--- config.mk ---
export PLATFORM = sky130hd
export DESIGN_NAME = mtone_detect
export DESIGN_NICKNAME = d
export VERILOG_FILES = /design/src/rtl/mtd_pkg.sv /design/src/rtl/mtd_period_meter.sv /design/src/rtl/mtd_debounce.sv /design/src/rtl/mtd_packet_fsm.sv /design/src/rtl/mtone_detect.sv
export SDC_FILE = /design/constraint.sdc
export NUM_CORES = 1
export LEC_CHECK = 0
export ABC_AREA = 1
export ABC_CLOCK_PERIOD_IN_PS = 3000
export BUFFER_PORTS_ARGS = -buffer_cell sky130_fd_sc_hd__buf_2
export CELL_PAD_IN_SITES_DETAIL_PLACEMENT = 1
export CELL_PAD_IN_SITES_GLOBAL_PLACEMENT = 1
export CORE_ASPECT_RATIO = 0.75
export CORE_MARGIN = 2
export CORE_UTILIZATION = 25
export DETAILED_ROUTE_END_ITERATION = 12
export GPL_ROUTABILITY_DRIVEN = 0
export PLACE_DENSITY_LB_ADDON = 0.25
export RECOVER_POWER = 50
export SLEW_MARGIN = 20
export SYNTH_ARGS = -nofsm -noshare
export SYNTH_HDL_FRONTEND = slang
export SYNTH_SLANG_ARGS = --single-unit
--- constraint.sdc ---
create_clock -name clk -period 3 [get_ports clk]
set_input_delay 0.9 -clock clk [delete_from_list [all_inputs] [get_ports clk]]
set_output_delay 0.9 -clock clk [all_outputs]
set_load 0.01 [all_outputs]
--- src/rtl/mtd_pkg.sv ---
package mtd_pkg;

    typedef enum logic [1:0] {
        PK_IDLE  = 2'd0,
        PK_TONE  = 2'd1,
        PK_SPACE = 2'd2,
        PK_HOLD  = 2'd3
    } pk_state_e;

    // Nominal tone period in reference ticks, rounded to nearest
    function automatic int nom_ticks(input int ref_hz, input int tone_hz);
        return (ref_hz + tone_hz / 2) / tone_hz;
    endfunction

    // Allowed deviation in ticks for a percentage tolerance
    function automatic int tol_ticks(input int nom, input int pct);
        return (nom * pct) / 100;
    endfunction

endpackage

--- src/rtl/mtd_period_meter.sv ---
module mtd_period_meter #(
    parameter int REF_HZ  = 4433619,
    parameter int F_HI    = 12000,
    parameter int F_LO    = 16000,
    parameter int TOL_PCT = 5
) (
    input  logic clk,
    input  logic rst,
    input  logic sq_in,
    input  logic sel_hi,
    output logic cyc_good,
    output logic cyc_bad
);
    import mtd_pkg::*;

    localparam int NOM_HI = nom_ticks(REF_HZ, F_HI);
    localparam int NOM_LO = nom_ticks(REF_HZ, F_LO);
    localparam int HI_MIN = NOM_HI - tol_ticks(NOM_HI, TOL_PCT);
    localparam int HI_MAX = NOM_HI + tol_ticks(NOM_HI, TOL_PCT);
    localparam int LO_MIN = NOM_LO - tol_ticks(NOM_LO, TOL_PCT);
    localparam int LO_MAX = NOM_LO + tol_ticks(NOM_LO, TOL_PCT);
    localparam int TOPV   = (HI_MAX > LO_MAX) ? HI_MAX : LO_MAX;
    localparam int CW     = $clog2(TOPV + 1) + 1;

    localparam logic [CW-1:0] HI_MIN_C = CW'(HI_MIN);
    localparam logic [CW-1:0] HI_MAX_C = CW'(HI_MAX);
    localparam logic [CW-1:0] LO_MIN_C = CW'(LO_MIN);
    localparam logic [CW-1:0] LO_MAX_C = CW'(LO_MAX);

    typedef struct packed {
        logic [2:0]    sh;     // [0],[1] synchroniser, [2] previous level
        logic [CW-1:0] cnt;    // ticks since last rising edge
        logic          armed;  // a previous edge is available as reference
        logic          good;
        logic          bad;
    } meter_t;

    meter_t q, d;
    logic          rise;
    logic [CW-1:0] lim_min, lim_max;

    always_comb begin
        d        = q;
        d.sh     = {q.sh[1:0], sq_in};
        d.good   = 1'b0;
        d.bad    = 1'b0;
        rise     = q.sh[1] & ~q.sh[2];
        lim_min  = sel_hi ? HI_MIN_C : LO_MIN_C;
        lim_max  = sel_hi ? HI_MAX_C : LO_MAX_C;
        if (rise) begin
            d.cnt   = CW'(1);
            d.armed = 1'b1;
            if (q.armed) begin
                if (q.cnt >= lim_min && q.cnt <= lim_max) d.good = 1'b1;
                else                                      d.bad  = 1'b1;
            end
        end else if (q.cnt >= lim_max) begin
            // silence as long as the longest valid period: one invalid interval
            d.bad   = 1'b1;
            d.armed = 1'b0;
            d.cnt   = CW'(1);
        end else begin
            d.cnt   = q.cnt + CW'(1);
        end
    end

    always_ff @(posedge clk) begin
        if (rst) q <= '0;
        else     q <= d;
    end

    assign cyc_good = q.good;
    assign cyc_bad  = q.bad;

endmodule

--- src/rtl/mtd_debounce.sv ---
module mtd_debounce #(
    parameter int RUN = 16
) (
    input  logic clk,
    input  logic rst,
    input  logic cyc_good,
    input  logic cyc_bad,
    output logic tone_on
);
    localparam int RW = $clog2(RUN + 1);
    localparam logic [RW-1:0] LAST_C = RW'(RUN - 1);

    typedef struct packed {
        logic          tone;
        logic [RW-1:0] cnt;
    } deb_t;

    deb_t q, d;

    always_comb begin
        d = q;
        if (!q.tone) begin
            if (cyc_bad) begin
                d.cnt = '0;
            end else if (cyc_good) begin
                if (q.cnt == LAST_C) begin
                    d.tone = 1'b1;
                    d.cnt  = '0;
                end else begin
                    d.cnt  = q.cnt + RW'(1);
                end
            end
        end else begin
            if (cyc_good) begin
                d.cnt = '0;
            end else if (cyc_bad) begin
                if (q.cnt == LAST_C) begin
                    d.tone = 1'b0;
                    d.cnt  = '0;
                end else begin
                    d.cnt  = q.cnt + RW'(1);
                end
            end
        end
    end

    always_ff @(posedge clk) begin
        if (rst) q <= '0;
        else     q <= d;
    end

    assign tone_on = q.tone;

endmodule

--- src/rtl/mtd_packet_fsm.sv ---
module mtd_packet_fsm #(
    parameter int DUR_W = 20
) (
    input  logic             clk,
    input  logic             rst,
    input  logic             enable,
    input  logic             clr_n,
    input  logic             cyc_good,
    input  logic             cyc_bad,
    input  logic [DUR_W-1:0] min_tone,
    input  logic [DUR_W-1:0] min_space,
    output logic             latched
);
    import mtd_pkg::*;

    typedef struct packed {
        pk_state_e        st;
        logic             live;   // most recent cycle verdict was valid
        logic [DUR_W-1:0] dur;
    } pk_t;

    pk_t q, d;
    logic [DUR_W-1:0] dur_inc;

    always_comb begin
        d       = q;
        dur_inc = (q.dur == '1) ? q.dur : q.dur + DUR_W'(1);
        if (cyc_good)     d.live = 1'b1;
        else if (cyc_bad) d.live = 1'b0;

        if (!enable || !clr_n) begin
            d.st  = PK_IDLE;
            d.dur = '0;
        end else begin
            unique case (q.st)
                PK_IDLE: begin
                    d.dur = '0;
                    if (q.live) d.st = PK_TONE;
                end
                PK_TONE: begin
                    if (q.live) begin
                        d.dur = dur_inc;
                    end else if (q.dur >= min_tone) begin
                        d.st  = PK_SPACE;
                        d.dur = '0;
                    end else begin
                        d.st  = PK_IDLE;
                        d.dur = '0;
                    end
                end
                PK_SPACE: begin
                    if (q.live) begin
                        d.st  = PK_TONE;
                        d.dur = '0;
                    end else if (q.dur >= min_space) begin
                        d.st  = PK_HOLD;
                    end else begin
                        d.dur = dur_inc;
                    end
                end
                PK_HOLD: d.st = PK_HOLD;
                default: d.st = PK_IDLE;
            endcase
        end
    end

    always_ff @(posedge clk) begin
        if (rst) begin
            q.st   <= PK_IDLE;
            q.live <= 1'b0;
            q.dur  <= '0;
        end else begin
            q <= d;
        end
    end

    assign latched = (q.st == PK_HOLD);

endmodule

--- src/rtl/mtone_detect.sv ---
module mtone_detect #(
    parameter int REF_HZ  = 4433619,
    parameter int F_HI    = 12000,
    parameter int F_LO    = 16000,
    parameter int TOL_PCT = 5,
    parameter int RUN     = 16,
    parameter int DUR_W   = 20
) (
    input  logic             clk,
    input  logic             rst,
    input  logic             line_sq,
    input  logic             sys_hi,
    input  logic             mode_follow,
    input  logic             out_clr_n,
    input  logic [DUR_W-1:0] min_tone,
    input  logic [DUR_W-1:0] min_space,
    output logic             det_n
);
    logic cyc_good, cyc_bad;
    logic tone_on, latched;

    mtd_period_meter #(
        .REF_HZ (REF_HZ),
        .F_HI   (F_HI),
        .F_LO   (F_LO),
        .TOL_PCT(TOL_PCT)
    ) u_meter (
        .clk     (clk),
        .rst     (rst),
        .sq_in   (line_sq),
        .sel_hi  (sys_hi),
        .cyc_good(cyc_good),
        .cyc_bad (cyc_bad)
    );

    mtd_debounce #(.RUN(RUN)) u_deb (
        .clk     (clk),
        .rst     (rst),
        .cyc_good(cyc_good),
        .cyc_bad (cyc_bad),
        .tone_on (tone_on)
    );

    mtd_packet_fsm #(.DUR_W(DUR_W)) u_pkt (
        .clk      (clk),
        .rst      (rst),
        .enable   (~mode_follow),
        .clr_n    (out_clr_n),
        .cyc_good (cyc_good),
        .cyc_bad  (cyc_bad),
        .min_tone (min_tone),
        .min_space(min_space),
        .latched  (latched)
    );

    assign det_n = mode_follow ? ~tone_on : ~latched;

endmodule

### Word-level counts from Yosys, hierarchy flattened

Index checks and enable logic that the tools add are counted.
W data, S select, Z words.

| word-level totals | value |
|---|---|
| output and inout bits | 1 |
| logic and storage cells | 80 |
| register bits | 45 |

| cells by class | value |
|---|---|
| equality and inequality tests | 9 |
| bitwise gates (word level) | 6 |
| reductions and logical operators | 12 |
| $add $sub $neg | 3 |
| muxes and demuxes | 34 |
| magnitude comparators | 5 |

Operator list:

| cell | count |
|---|---|
| $mux W20 | 4 |
| $pmux W20 S3 | 1 |
| $ge A20 B20 Y1 | 2 |
| $add A20 B1 Y20 const B | 1 |
| $eq A20 B20 Y1 const B | 1 |
| $ge A10 B10 Y1 | 2 |
| $mux W6 | 3 |
| $mux W5 | 3 |
| $mux W1 | 14 |
| $mux W2 | 6 |
| $add A10 B1 Y10 const B | 1 |
| $le A10 B10 Y1 | 1 |
| $mux W8 | 1 |
| $pmux W2 S4 | 1 |
| $mux W7 | 1 |
| $reduce_or A3 Y1 | 2 |
| $add A5 B1 Y5 const B | 1 |
| $eq A5 B4 Y1 const B | 1 |
| $not A1 Y1 | 5 |
| $eq A2 B2 Y1 const B | 2 |
| $reduce_bool A2 Y1 | 2 |
| $ne A3 B1 Y1 const B | 1 |
| $ne A3 B2 Y1 const B | 1 |
| $reduce_and A3 Y1 | 1 |
| 11 further kinds | 11 |

### Depth between registers and ports, before layout

Gate-level depths: netlist of run 1.

| logic depth | value |
|---|---|
| word-level depth | 6 |
| mapped depth | 18 |
| mapped depth without buffers | 17 |

### Modules after synthesis

A second synthesis of run 1 with hierarchy kept.

| unflattened totals | value |
|---|---|
| cell total of the unflattened synthesis | 662 |
| area, all modules | 4132.7 um^2 |

Modules (own cells, without submodules):

| module | sequential area each (um^2) | area each (um^2) | times used | cells an instance |
|---|---|---|---|---|
| mtd_packet_fsm | 460.4 | 2871.5 | 1 | 483 |
| mtd_period_meter | 320.3 | 929.6 | 1 | 128 |
| mtd_debounce | 120.1 | 304.0 | 1 | 45 |
| mtone_detect | 0.0 | 27.5 | 1 | 6 |

### Least setup slack after synthesis of run 1

OpenSTA, ideal clock, no wires.

| timing path | value |
|---|---|
| path type | input to register |
| start | input min_space[11] |
| end | register u_pkt.q[10] (netlist bit) |
| path buffers | 1 |
| setup time | 117 ps |
| data required time | 2883 ps |
| cell stages on the path | 12 |
| arrival time | 2343 ps |
| slack | 540 ps |
| cell sequence | inv_1 > ha_1 > a21o_1 > nor2_1 > nand2_1 > a21oi_1 > nand2_1 > nand2_1 > nand2_1 > buf_2 > o21ai_0 > nor2_1 |

| on the way | value |
|---|---|
| longest elaborated chain between the ends | 3 |

RTL lines:

| what | line | text |
|---|---|---|
| start: declaration | mtone_detect.sv:16 | `input logic [DUR_W-1:0] min_space,` |
| $ge A20 B20 Y1 | mtd_packet_fsm.sv:55 | `end else if (q.dur >= min_space) begin` |
| $ne A3 B2 Y1 (no line) | -- |  |
| $reduce_and A2 Y1 (no line) | -- |  |
| end: declaration | mtd_packet_fsm.sv:22 | `pk_t q, d;` |

No other way between the ends.
A chain may end at the register's enable or synchronous reset.

### Final worst setup path of run 1

| timing path | value |
|---|---|
| start | input min_space[19] |
| end | register u_pkt.q[3] (netlist bit) |

Same word-level chain as after synthesis.

==> impl_metrics.toml, run 1 <==
[timing]
rsz0062_at_grt = "no"
finalHoldViolCount = 0
tns_ps = 0
whs_ps = 411
skew_ps = 5.82
max_freq_mhz = 381
setup_viol = 0
max_slew_margin_pct = 62.1
post-route-period-util_pct = 87.6
worst_pin_slew_ps = 565
min_period_ps = 2630
slew_violations = 0

[die]
dieWidth_um = 148
rows = 39
start_util_pct = 25.6
die_y_um = 112
dieArea_um2 = 16600
num_io_pins = 47
coreArea_um2 = 15200

[setup_path]
r2r_end = "u_pkt.q[3]$_SDFFE_PP0P_"
required_ps = 3250
reg2reg_from = "u_pkt.q[19]$_SDFFE_PP0P_"
crit_fanout = 16
cp.arrival_ps = 2880
r2r_cells = 12
path_class = "primary input to flip-flop"
reg2reg_slack_ps = 690
cp-end-kind = "flip-flop"
cp-start-kind = "primary input"

[clocking]
clockBufferDepth = 2
clk_latency_ps = 300
clock-sinks = 45
hold_buffers = 0
path_clk_slew_ps = 70
cts_root_buf = "clkbuf_16"
cts_resized = 0
cts_tree = "done"
h-tree-depth = 2
cts_inserted_buffers = 5
post-cts-setup-buffers = 0

[placement]
place_area_um2 = 4400
port_buffers = 46
placed_cells = 874
post-dp-hpwl_um = 8910

[route]
drc = 0
post_drt_via_cell_ratio = 4.45
drt-initial-drc-count = 179
drt_pass1_iterations = 4
num_vias = 3928
wire_per_inst_um = 12.5
detail-route-antenna-nets = 0
wirelength_um = 11000

[synth]
async_flop_share_pct = 0
synth-edff-count = 0
synth-seq-cells = 45
synth_cell_type_count = 35
ys.flop_type = "dfxtp_1"
avgSynthCellArea_um2 = 6.25
synth_area_um2 = 3900
yosys_warnings = 0
ys_seq_area_share_pct = 23.1
syn_nets = 726
synth_cells = 624

[cells_and_area]
layout_commonest_cell = "nand2_1"
drive_gt1_share_pct = 9.75
area_delta_synth_final_pct = 16.3
final_cell_mix = "nand2_1 (165), inv_1 (125), nor2_1 (82)"
design_area_um2 = 4540
fin_cells = 882
nets = 778
diodes = 0

[power]
comb_power_share_pct = 9.1
p_int_mw = 0.971
leakage_nw = 2.36
p_per_area_nw_per_um2 = 293
totalPowerFinal_mw = 1.33
seqPwrFrac_pct = 45.8
clockPowerShare_pct = 45.1
power_switching_mw = 0.358
swShare_pct = 27.0
max-vdd-ir-drop_v = 0.000187

[hold_path]
min_from = "u_meter.d[14]$_SDFF_PP0_"
worstHoldEndpoint = "u_meter.d[15]$_SDFF_PP0_"
holdPathStages = 2
hold_path.class = "flip-flop to flip-flop"

[global_route]
antenna_found_initial = 0
grt_pass1_vias = 4036
grt_max_degree = 27
overflow = 0
grt_pass1_wl_um = 18700
grt_usage_pct = 13.8

[run_status]
status = "finished, final reports clean"

[run]
maxCapViolations = 0
-- state kept, by name (all words and copies together) (netlist names) --
register	count
u_deb.tone_on	1
u_pkt.q	23
u_meter.cyc_good	1
u_meter.q	12
u_meter.d	2
u_meter.cyc_bad	1
u_deb.q	5
-- power by group through the flow --
stage | registers, mW | logic, mW | clock network (mW)
3_3_place_gp | 0.623 | 0.119 | 0
5_1_grt | 0.610 | 0.145 | 0.639
3_5_place_dp | 0.623 | 0.126 | 0
2_1_floorplan | 0.621 | 0.0711 | 0
4_1_cts | 0.609 | 0.127 | 0.618
6_report | 0.609 | 0.122 | 0.599
-- per-layer routing --
layer,track usage [%],vias to the layer above,routed length [um]
li1,-,2057,-
met1,19.3,1831,5850
met2,22.5,34,4900
met3,1.87,6,226
met4,3.24,0,50
met5,0,-,0
-- logic make-up (layout without fill, tap and decap cells) --
family          after synthesis  after routing  share of synthesized area (%)
simple gates                314            314                           33.7
flops                        45             45                           23.1
fa+ha+maj                    56             56                           18.0
compound gates               69             69                           10.2
xor+xnor                      6              6                           1.35
buf+inv                     134            187                           13.7
-- synthesized netlist by cell type, types with 3 or more instances --
cell | number | share of area [%]
nand2_1 | 165 | 16
inv_1 | 124 | 12
nor2_1 | 82 | 7.9
ha_1 | 56 | 18
dfxtp_1 | 45 | 23
nand3_1 | 33 | 4.2
a21oi_1 | 31 | 4.0
o21ai_0 | 19 | 2.4
nor3_1 | 12 | 1.5
nand4_1 | 10 | 1.6
o21bai_1 | 7 | 1.3
buf_6 | 4 | 1.2
a21o_1 | 3 | 0.58
or2_2 | 3 | 0.48
xnor2_1 | 3 | 0.67
xor2_1 | 3 | 0.67
-- cell type report --
type,instances,area (um^2)
tap,205,256
timing repair buffer,52,293
multi-input combinational,445,2460
sequential,45,901
clock inverter,3,25.0
fill,2042,10700
clock buffer,5,125
inverter,127,477
-- metrics by stage --
| stage | setup WS [ps] | utilization, % |
|---|---|---|
| final | 373 | 29.8 |
| after CTS | 357 | 29.9 |
| after detailed placement | 49.4 | 28.9 |
| after global placement | 67.4 | 28.9 |
| after floorplan | 540 | - |
| after global routing | 175 | 29.8 |
-- critical path, cell delays in order --
cell and delay [ps]:
buf_2 80, inv_1 40, ha_1 290, nand2_1 70, nor2_1 200, nand4_1 220
nor2_1 150, nand2_1 70, nand2_1 120, a21oi_4 80, buf_12 160, nor2_1 300
nand2_1 90, nand2_1 90
-- worst max path at each step --
| stage | startpoint | endpoint | slack (ps) | depth (start not counted) |
|---|---|---|---|---|
| 2_1_floorplan | min_space[11] | u_pkt.q[10]$_SDFFE_PP0P_ | 540 | 12 |
| 3_3_place_gp | min_space[19] | u_pkt.q[4]$_SDFFE_PP0P_ | 70 | 14 |
| 3_5_place_dp | min_space[19] | u_pkt.q[3]$_SDFFE_PP0P_ | 50 | 14 |
| 4_1_cts | min_space[19] | u_pkt.q[3]$_SDFFE_PP0P_ | 360 | 14 |
| 5_1_grt | min_space[19] | u_pkt.q[3]$_SDFFE_PP0P_ | 170 | 14 |
| 6_report | min_space[19] | u_pkt.q[3]$_SDFFE_PP0P_ | 370 | 14 |
Power figures use the tool's default switching activity.
==> inputs of run 2 (changes only) <==
CORE_UTILIZATION = 30   (was 25)
==> run 2 against run 1 <==
Effect of this change: first-iteration DRC count is 36% lower; critical path type unchanged; register-to-register slack better by 30 ps; highest routed layer unchanged; design area decreased by 1.1%; cell count decreased by 3.7%; power fell by 1.1%; setup slack improved by 120 ps; maximum frequency increased by 4.6%; via count is 0.94% lower.
==> impl_metrics.toml, run 2 (synthesis gave the netlist of run 1 again) <==
[setup_path]
cpPeakStageDelay_ps = 290
cp.arrival_ps = 2700
crit_family = "simple AND/OR/NAND/NOR gates"
crit_buf_inv = 3
cp-end-kind = "flip-flop"
cp-start-kind = "primary input"
critPathSlowestCell = "ha_1"
crit_fanout = 8
path_class = "primary input to flip-flop"
required_ps = 3190
path_cells = "buf_2 -> inv_1 -> ha_1 -> a21o_1 -> nor2_1 -> nand2_1 -> a21oi_1 -> nand2_1 -> nand2_1 -> nand2_1 -> buf_4 -> o21ai_0 -> nor2_1"
crit_top_cell = "nand2_1"

[timing]
skew_ps = 5.71
setup_slack_ps = 489
finalHoldViolCount = 0
post-route-period-util_pct = 83.7
tns_ps = 0
max_freq_mhz = 398
slew_violations = 0
min_period_ps = 2510
whs_ps = 415
setup_viol = 0
rsz0062_at_grt = "no"
max_slew_margin_pct = 63.7
worst_pin_slew_ps = 540

[route]
detail-route-antenna-nets = 0
drc = 0
post_drt_via_cell_ratio = 4.58
wire_per_inst_um = 12.7
num_vias = 3891
wl_met3_um = 300
wirelength_um = 10800
drt_pass1_iterations = 4
drt-initial-drc-count = 115
met1_length_um = 5630
wl_met2_um = 4760
highest_layer = "met4"

[placement]
placed_cells = 841
post-dp-hpwl_um = 8780
place_area_um2 = 4350
port_buffers = 46
post-place-ws_ps = 160

[global_route]
grt_pass1_vias = 3973
antenna_found_initial = 0
overflow = 0
grt_pass1_wl_um = 18400
grt_max_degree = 27
grt_usage_pct = 16.3

[clocking]
clockBufferDepth = 2
cts_tree = "done"
cts_inserted_buffers = 5
cts_root_buf = "clkbuf_16"
cts_resized = 0
hold_buffers = 0
post-cts-setup-buffers = 0
path_clk_slew_ps = 70
h-tree-depth = 2
clk_latency_ps = 290
clock-sinks = 45

[cells_and_area]
area_delta_synth_final_pct = 15.0
layout_commonest_cell = "nand2_1"
utilization_pct = 35.0
top_register = "u_pkt.q"
nets = 779
final_cell_mix = "nand2_1 (165), inv_1 (125), nor2_1 (82)"
largest_reg_flops = 23
design_area_um2 = 4490
reg.largest.list = "u_pkt.q (23), u_meter.q (12), u_deb.q (5)"
drive_gt1_share_pct = 9.73
diodes = 0
fin_cells = 849

[power]
seqPwrFrac_pct = 46.3
power_switching_mw = 0.344
totalPowerFinal_mw = 1.31
max-vdd-ir-drop_v = 0.000183
p_int_mw = 0.970
swShare_pct = 26.2
comb_power_share_pct = 9.2
clockPowerShare_pct = 44.5
p_per_area_nw_per_um2 = 293
leakage_nw = 2.36

[hold_path]
hold_path.class = "flip-flop to flip-flop"

[run_status]
status = "finished, final reports clean"

[die]
num_io_pins = 47
start_util_pct = 30.4
rows = 36
die_y_um = 103
dieArea_um2 = 13900
dieWidth_um = 136
coreArea_um2 = 12800

[run]
maxCapViolations = 0
## run 2: cell types whose count changed in the layout (fill, tap and decap cells not counted), sizes merged
cell	before	now
clkbuf	9	10
## run 2: final cells by class
| class | instances | area [um^2] |
|---|---|---|
| fill | 1735 | 8350 |
| multi-input combinational | 445 | 2460 |
| tap | 171 | 214 |
| inverter | 127 | 477 |
| timing repair buffer | 53 | 284 |
| clock buffer | 5 | 125 |
| sequential | 45 | 901 |
| clock inverter | 3 | 25.0 |
## run 2: final timing paths
check,startpoint,end,slack [ps],depth (start not counted)
worst min register to register,u_meter.d[14]$_SDFF_PP0_,u_meter.d[15]$_SDFF_PP0_,410,2
worst min-delay path,u_meter.d[14]$_SDFF_PP0_,u_meter.d[15]$_SDFF_PP0_,410,2
worst max register to register,u_pkt.q[1]$_SDFFE_PP0P_,u_pkt.q[9]$_SDFFE_PP0P_,720,13
worst max-delay path,min_space[11],u_pkt.q[10]$_SDFFE_PP0P_,490,13
## run 2: per-layer routing
layer	track usage, %	vias to the layer above
li1	-	2053
met1	23.0	1794
met2	26.7	38
met3	2.36	6
met4	3.04	0
met5	0	-
## run 2: power by group through the flow
stage,combinational [mW],sequential [mW],clock [mW]
after detailed placement,0.124,0.623,0
after floorplan,0.0711,0.621,0
after global placement,0.117,0.623,0
after CTS,0.125,0.609,0.606
final,0.120,0.609,0.585
after global routing,0.141,0.610,0.625
## run 2: tightest hold or removal path, delay by kind of cell, from the launching register on
kind	cells	cell delay, ps
simple gates	1	30
buf+inv	1	50
flops	1	300
